==> src/rtl/int_alu.sv <==
module int_alu #(
  parameter int XLEN = 32
) (
  input  logic [XLEN-1:0] op_a,
  input  logic [XLEN-1:0] op_b,
  input  logic [2:0]      funct3,
  input  logic            alt_bit,
  input  logic            alt_valid,
  output logic [XLEN-1:0] result,
  output logic            zero
);
  localparam int SHW = $clog2(XLEN);
  localparam int MSB = XLEN - 1;

  logic            is_sub;
  logic            is_cmp;
  logic            inv_b;
  logic [XLEN:0]   sum;
  logic            lt_s;
  logic            lt_u;

  assign is_sub = (funct3 == 3'b000) && alt_bit && alt_valid;
  assign is_cmp = (funct3 == 3'b010) || (funct3 == 3'b011);
  assign inv_b  = is_sub || is_cmp;
  assign sum    = {1'b0, op_a} + {1'b0, op_b ^ {XLEN{inv_b}}} + {{XLEN{1'b0}}, inv_b};
  assign lt_u   = ~sum[XLEN];
  assign lt_s   = (op_a[MSB] ^ op_b[MSB]) ? op_a[MSB] : sum[MSB];

  logic            shl;
  logic            fill;
  logic [XLEN-1:0] a_rev;
  logic [XLEN-1:0] stage [SHW+1];
  logic [XLEN-1:0] sh_right;
  logic [XLEN-1:0] sh_left;

  assign shl  = (funct3 == 3'b001);
  assign fill = alt_bit & op_a[MSB] & ~shl;

  for (genvar i = 0; i < XLEN; i++) begin : g_rev
    assign a_rev[i]   = op_a[MSB-i];
    assign sh_left[i] = sh_right[MSB-i];
  end

  assign stage[0] = shl ? a_rev : op_a;
  for (genvar s = 0; s < SHW; s++) begin : g_shift
    localparam int D = 1 << s;
    assign stage[s+1] = op_b[s] ? {{D{fill}}, stage[s][MSB:D]} : stage[s];
  end
  assign sh_right = stage[SHW];

  always_comb begin
    unique case (funct3)
      3'b000:  result = sum[MSB:0];
      3'b001:  result = sh_left;
      3'b010:  result = {{(XLEN-1){1'b0}}, lt_s};
      3'b011:  result = {{(XLEN-1){1'b0}}, lt_u};
      3'b100:  result = op_a ^ op_b;
      3'b101:  result = sh_right;
      3'b110:  result = op_a | op_b;
      default: result = op_a & op_b;
    endcase
  end

  assign zero = ~|result;
endmodule

==> config.mk <==
export PLATFORM = sky130hd
export DESIGN_NAME = int_alu
export DESIGN_NICKNAME = d
export VERILOG_FILES = /design/src/rtl/int_alu.sv
export SDC_FILE = /design/constraint.sdc
export NUM_CORES = 1
export LEC_CHECK = 0
export ABC_AREA = 1
export BUFFER_PORTS_ARGS = -buffer_cell sky130_fd_sc_hd__buf_2
export CORE_MARGIN = 3
export CORE_UTILIZATION = 55
export DETAILED_ROUTE_END_ITERATION = 12
export PLACE_DENSITY = 0.75
export SLEW_MARGIN = 20
export SYNTH_ARGS = -nofsm -noshare
export SYNTH_HDL_FRONTEND = slang
export SYNTH_SLANG_ARGS = --single-unit
==> constraint.sdc <==
create_clock -name vclk -period 6.86
set_input_delay 0.343 -clock vclk [all_inputs]
set_output_delay 0.343 -clock vclk [all_outputs]
set_load 0.01 [all_outputs]
Yosys cells after proc, flatten, opt, wreduce, memory -nomap -nowiden. Index checks and enable logic that the tools add are counted. Widths: inputs -> output; s select.

Register bits after elaboration: 0. Bits in latches: 0. RAM bits: 0. Memory bits (read-only): 0. Bits of input ports: 69. Memories kept: 0.

Add/sub/neg operators: 2. Multiply operators: 0. Divide/modulo/power cells: 0. Order comparisons: 0. Eq/ne operators: 6. Shift-type cells: 0. Mux-type cells: 8. Bitwise logic cells: 9. Reductions and logical operators: 7.

Operator list (number): $pmux 32 s7 (1); $mux 32 (6); $xor 32x32->32 (2); $add 32x32->33 (1); $add 33x1->33 (1); $and 32x32->32 (1); $or 32x32->32 (1); $reduce_or 32->1 (1); $eq 3x3->1 const B (3); $eq 3x2->1 const B (2); $eq 3x1->1 const B (1); $logic_not 3->1 (1); $and 1x1->1 (2); $logic_and 1x1->1 (2); $logic_or 1x1->1 (2); $not 1->1 (2); $logic_not 1->1 (1); $mux 1 (1); $xor 1x1->1 (1).

Longest topological paths before layout.
Depth in word-level cells: 11. Mapped depth: 27. Gate-level depth less buffers: 27.

Worst setup path before layout. No wires, ideal clock.

Path type: input-to-output. Start: input port funct3[0]. End: output port zero. Data arrival time: 3.202 ns. Setup slack: 3.315 ns. Stages: 22. Cell sequence: buf_4 > nand2_4 > nand3_2 > buf_1 > xor2_1 > ha_1 > nand2_1 > o21ai_1 > inv_1 > o21ai_1 > nand2_1 > nand2_1 > nand3_1 > nand2_1 > nand2_1 > nand3_1 > nand2_1 > nor2_1 > nand2_1 > nor2_1 > nand4_1 > nor2_2.

Cells in the longest elaborated chain, start to end: 11.

Ends and longest elaborated chain: start, declared (line 6) `input logic [2:0] funct3,`; parallel branches: the longest is 8 deep, another holds $add 32x32->33; $pmux 32 s7 (*) (line 52) `unique case (funct3)`; net result[28] (line 9) `output logic [XLEN-1:0] result,`; $reduce_or 32->1 (*) (line 64) `assign zero = ~|result;`; $logic_not 1->1 (*) (line 64); end, declared (line 10) `output logic zero`.

Mark *: on every way through the listed nets, which the timed path passes.

Worst setup path in the final report.
Start: input port funct3[2]. End: output port zero.

Cells in the longest elaborated chain, start to end: 11.

Ends and longest elaborated chain: $logic_not 3->1 or $eq 3x1->1 (tied branches) (line 22, 52, 36); $logic_and 1x1->1 or $not 1->1 (tied branches) (line 22, 37); $logic_and 1x1->1 or $and 1x1->1 (tied branches) (line 22, 37); $logic_or 1x1->1 or $mux 32 (tied branches) (line 24, 47); $xor 32x32->32 or $mux 32 (tied branches) (line 25, 47); $add 32x32->33 or $mux 32 (tied branches) (line 25, 47); $add 33x1->33 or $mux 32 (tied branches) (line 25, 47); $mux 1, or another cell as far along (line 27) `assign lt_s = (op_a[MSB] ^ op_b[MSB]) ? op_a[MSB] : sum[MSB];`; $pmux 32 s7 (*) (line 52); $reduce_or 32->1 (*) (line 64); $logic_not 1->1 (*) (line 64).

Mark *: on every way between the ends. The rest lies on a longest branch, timed or not.

==> run summary <==
Grt total ovfl -> 0
Crit path arrival time -> 4590 ps
Hold_buf cts -> 0
Fillers -> 1,432
Part of the cycle the worst path needs -> 71.98%
Routed Antenna Nets -> 0
Final wirelength -> 36,380 um
DR pass1 iterations -> 7
Crit-path cells -> buf_2 -> inv_2 -> nand3_2 -> buf_4 -> xor2_1 -> fa_1 -> inv_1 -> nand2_1 -> o21ai_1 -> inv_1 -> o21ai_1 -> nand3_1 -> nand3_1 -> a21oi_1 -> o21ai_0 -> nand2_1 -> nor2_1 -> nand2_1 -> nor2_1 -> nand2_1 -> nor2_1 -> nand2_1 -> nor2_2 -> buf_2
PD cells -> 103.1 mW/mm^2
Area delta synth->final -> 7.150%
Buffers & Inverters on Critical Path -> 6
Nets@finish -> 1,663
Yosys cell types -> 40
Main combinational cell family by area after synthesis -> simple AND/OR/NAND/NOR gates
Total GRT Usage -> 47.14%
Seq_cells -> 0
Vias per inst -> 6.421
WP data required -> 6520 ps
Hold_sp -> op_b[26]
Fin. max-slew vios -> 0
Least-Margin Pin Slew -> 1020 ps
Post-Syn Instances -> 1,447
CP max stage cell -> nand3_2
Setup violators final -> 0
Initial antenna violation count -> 1
Initial DRC count -> 1,666
Hold path depth -> 5
Placer Congestion -> 1.110
Util after Layout -> 61.64%
Setup crit end kind -> output pin
Final hold vios -> 0
Top delay family on crit path -> simple AND/OR/NAND/NOR gates
Synth Area in Compound Gates -> 10.75%
Worst setup SP type -> primary input
Area of the multi-input gates -> 0.006553 sq mm
Dpl cells -> 1,667
Ant. Diodes -> 0
DRC viols -> 0
Hold crit path type -> primary input to output pin
# clk buffers -> 0
Reg area -> 0 sq um
Sequential area share after synthesis -> 0%
WS Path Type -> primary input to output pin
Synth Area in Simple Gates -> 57.15%
Vias in the first global route -> 9,351
Row count -> 41
Setup tns final -> 0 ps
Slew margin rel. -> 31.91%
Die Area -> 0.01495 sq mm
Starting density of the core -> 57.53%
Vias -> 10,700
Mapped cell area -> 0.007437 sq mm
Synth Net Count -> 1,613
Total setup buffers inserted after CTS -> 0
Largest net degree at the start of global routing -> 44
Synth Area in Adders -> 16.42%
Fin crit period -> 4938 ps
Synth warn -> 0
Max Cap Violations -> 0
Worst vdd ir -> 0.05840 mV
Cts repair resizes -> 0
WHS Endpoint -> result[26]
Routed WL per cell -> 21.82 um
Die Y -> 122.3 um
LEAKAGE -> 4.497 nW
Post-Layout Cell Count -> 1,667
XOR/XNOR share of the synthesized area -> 3.651%
Mux contribution to synthesized area -> 0%
CP Launch Point -> funct3[2]
First-pass GRT wire length -> 53,720 um
IO Port Bufs -> 102
Status -> finished, final reports clean
Crit-path most repeated cell -> nand2_1
Core box area -> 0.01293 sq mm
Die width -> 122.3 um
Unrepaired setup endpoints after global routing -> no
Dpl hpwl -> 29,170 um
Synth Area per Inst -> 5.140 sq um
Peak Freq -> 0.2025 GHz
CP peak stage delay -> 520 ps
Top Ports -> 102
Layout cell share with drive strength beyond 1 -> 10.23%
Crit path max fanout -> 19
==> synthesized netlist by cell type, drive strengths merged, types with 3 or more instances <==
cell    instances  area share [%]
o21a            7            0.71
nand3b         10             1.0
nor3           13            0.87
inv           156             7.9
nand4          12             1.0
or2            25             2.1
o21ai          45             3.1
a211oi          5            0.50
nand2         410              21
a21oi          62             4.2
a21o            6            0.61
nor2          104             5.5
ha             96              16
clkbuf         28             1.4
buf            39             2.6
nand3         377              26
o21bai          3            0.30
xor2           31             3.7
o211ai          5            0.50
==> metrics by stage <==
stage / power (mW) / area [sq um] / setup slack [ps] / hold WS, ps
5_1_grt: 0.8898 / 7969 / 1607 / 1180
4_1_cts: 0.7841 / 7969 / 2064 / 1156
3_3_place_gp: 0.7711 / 7969 / 2199 / 1154
3_5_place_dp: 0.7805 / 7969 / 2077 / 1156
6_report: 0.8215 / 7969 / 1922 / 1156
2_1_floorplan: 0.5252 / 7437 / 3315 / 954.2
==> logic make-up (layout without fill, tap and decap cells) <==
kind of cell             Yosys count  count (layout)
AND/OR/NAND/NOR                  953             953
AO/OA/AOI/OAI                    141             141
buffers and inverters            225             273
XOR/XNOR                          31              31
adder cells (fa/ha/maj)           97              97
==> report_power, final <==
group	leakage (nW)	total [mW]	switching, mW	internal [mW]
Sequential	0	0	0	0
Clock	0	0	0	0
Combinational	4.50	0.822	0.569	0.252
Total	4.50	0.822	0.569	0.252
==> routing by layer <==
| layer | GRT usage [%] | wire [um] | up-vias |
|---|---|---|---|
| met5 | 0 | 13 | - |
| met2 | 67.40 | 14650 | 874 |
| met4 | 30.37 | 3027 | 2 |
| met3 | 12.40 | 5254 | 189 |
| met1 | 62.20 | 13440 | 4748 |
| li1 | - | - | 4890 |
==> how the worst max path moves through the flow <==
stage	end	slack (ps)	cells past startpoint
final	zero	1920	24
after global routing	zero	1610	25
after CTS	zero	2060	24
after detailed placement	zero	2080	24
after global placement	zero	2200	24
after floorplan	zero	3320	22
==> cell type report <==
cell class | count | share of cell area (%)
repair buffers | 115 | 7.631
well taps | 172 | 2.701
multi-input cells | 1222 | 82.23
inverters | 158 | 7.442
==> placed cells by master, fill, tap and decap left out, drive strengths merged, types with 6 or more instances in the layout <==
| cell | instances |
|---|---|
| a21oi | 62 |
| or2 | 25 |
| nand2 | 410 |
| nor2 | 104 |
| nand3b | 10 |
| a21o | 6 |
| xor2 | 31 |
| buf | 115 |
| nand3 | 377 |
| nand4 | 12 |
| o21a | 7 |
| nor3 | 13 |
| ha | 96 |
| o21ai | 45 |
| inv | 156 |
Power figures use the tool's default switching activity.
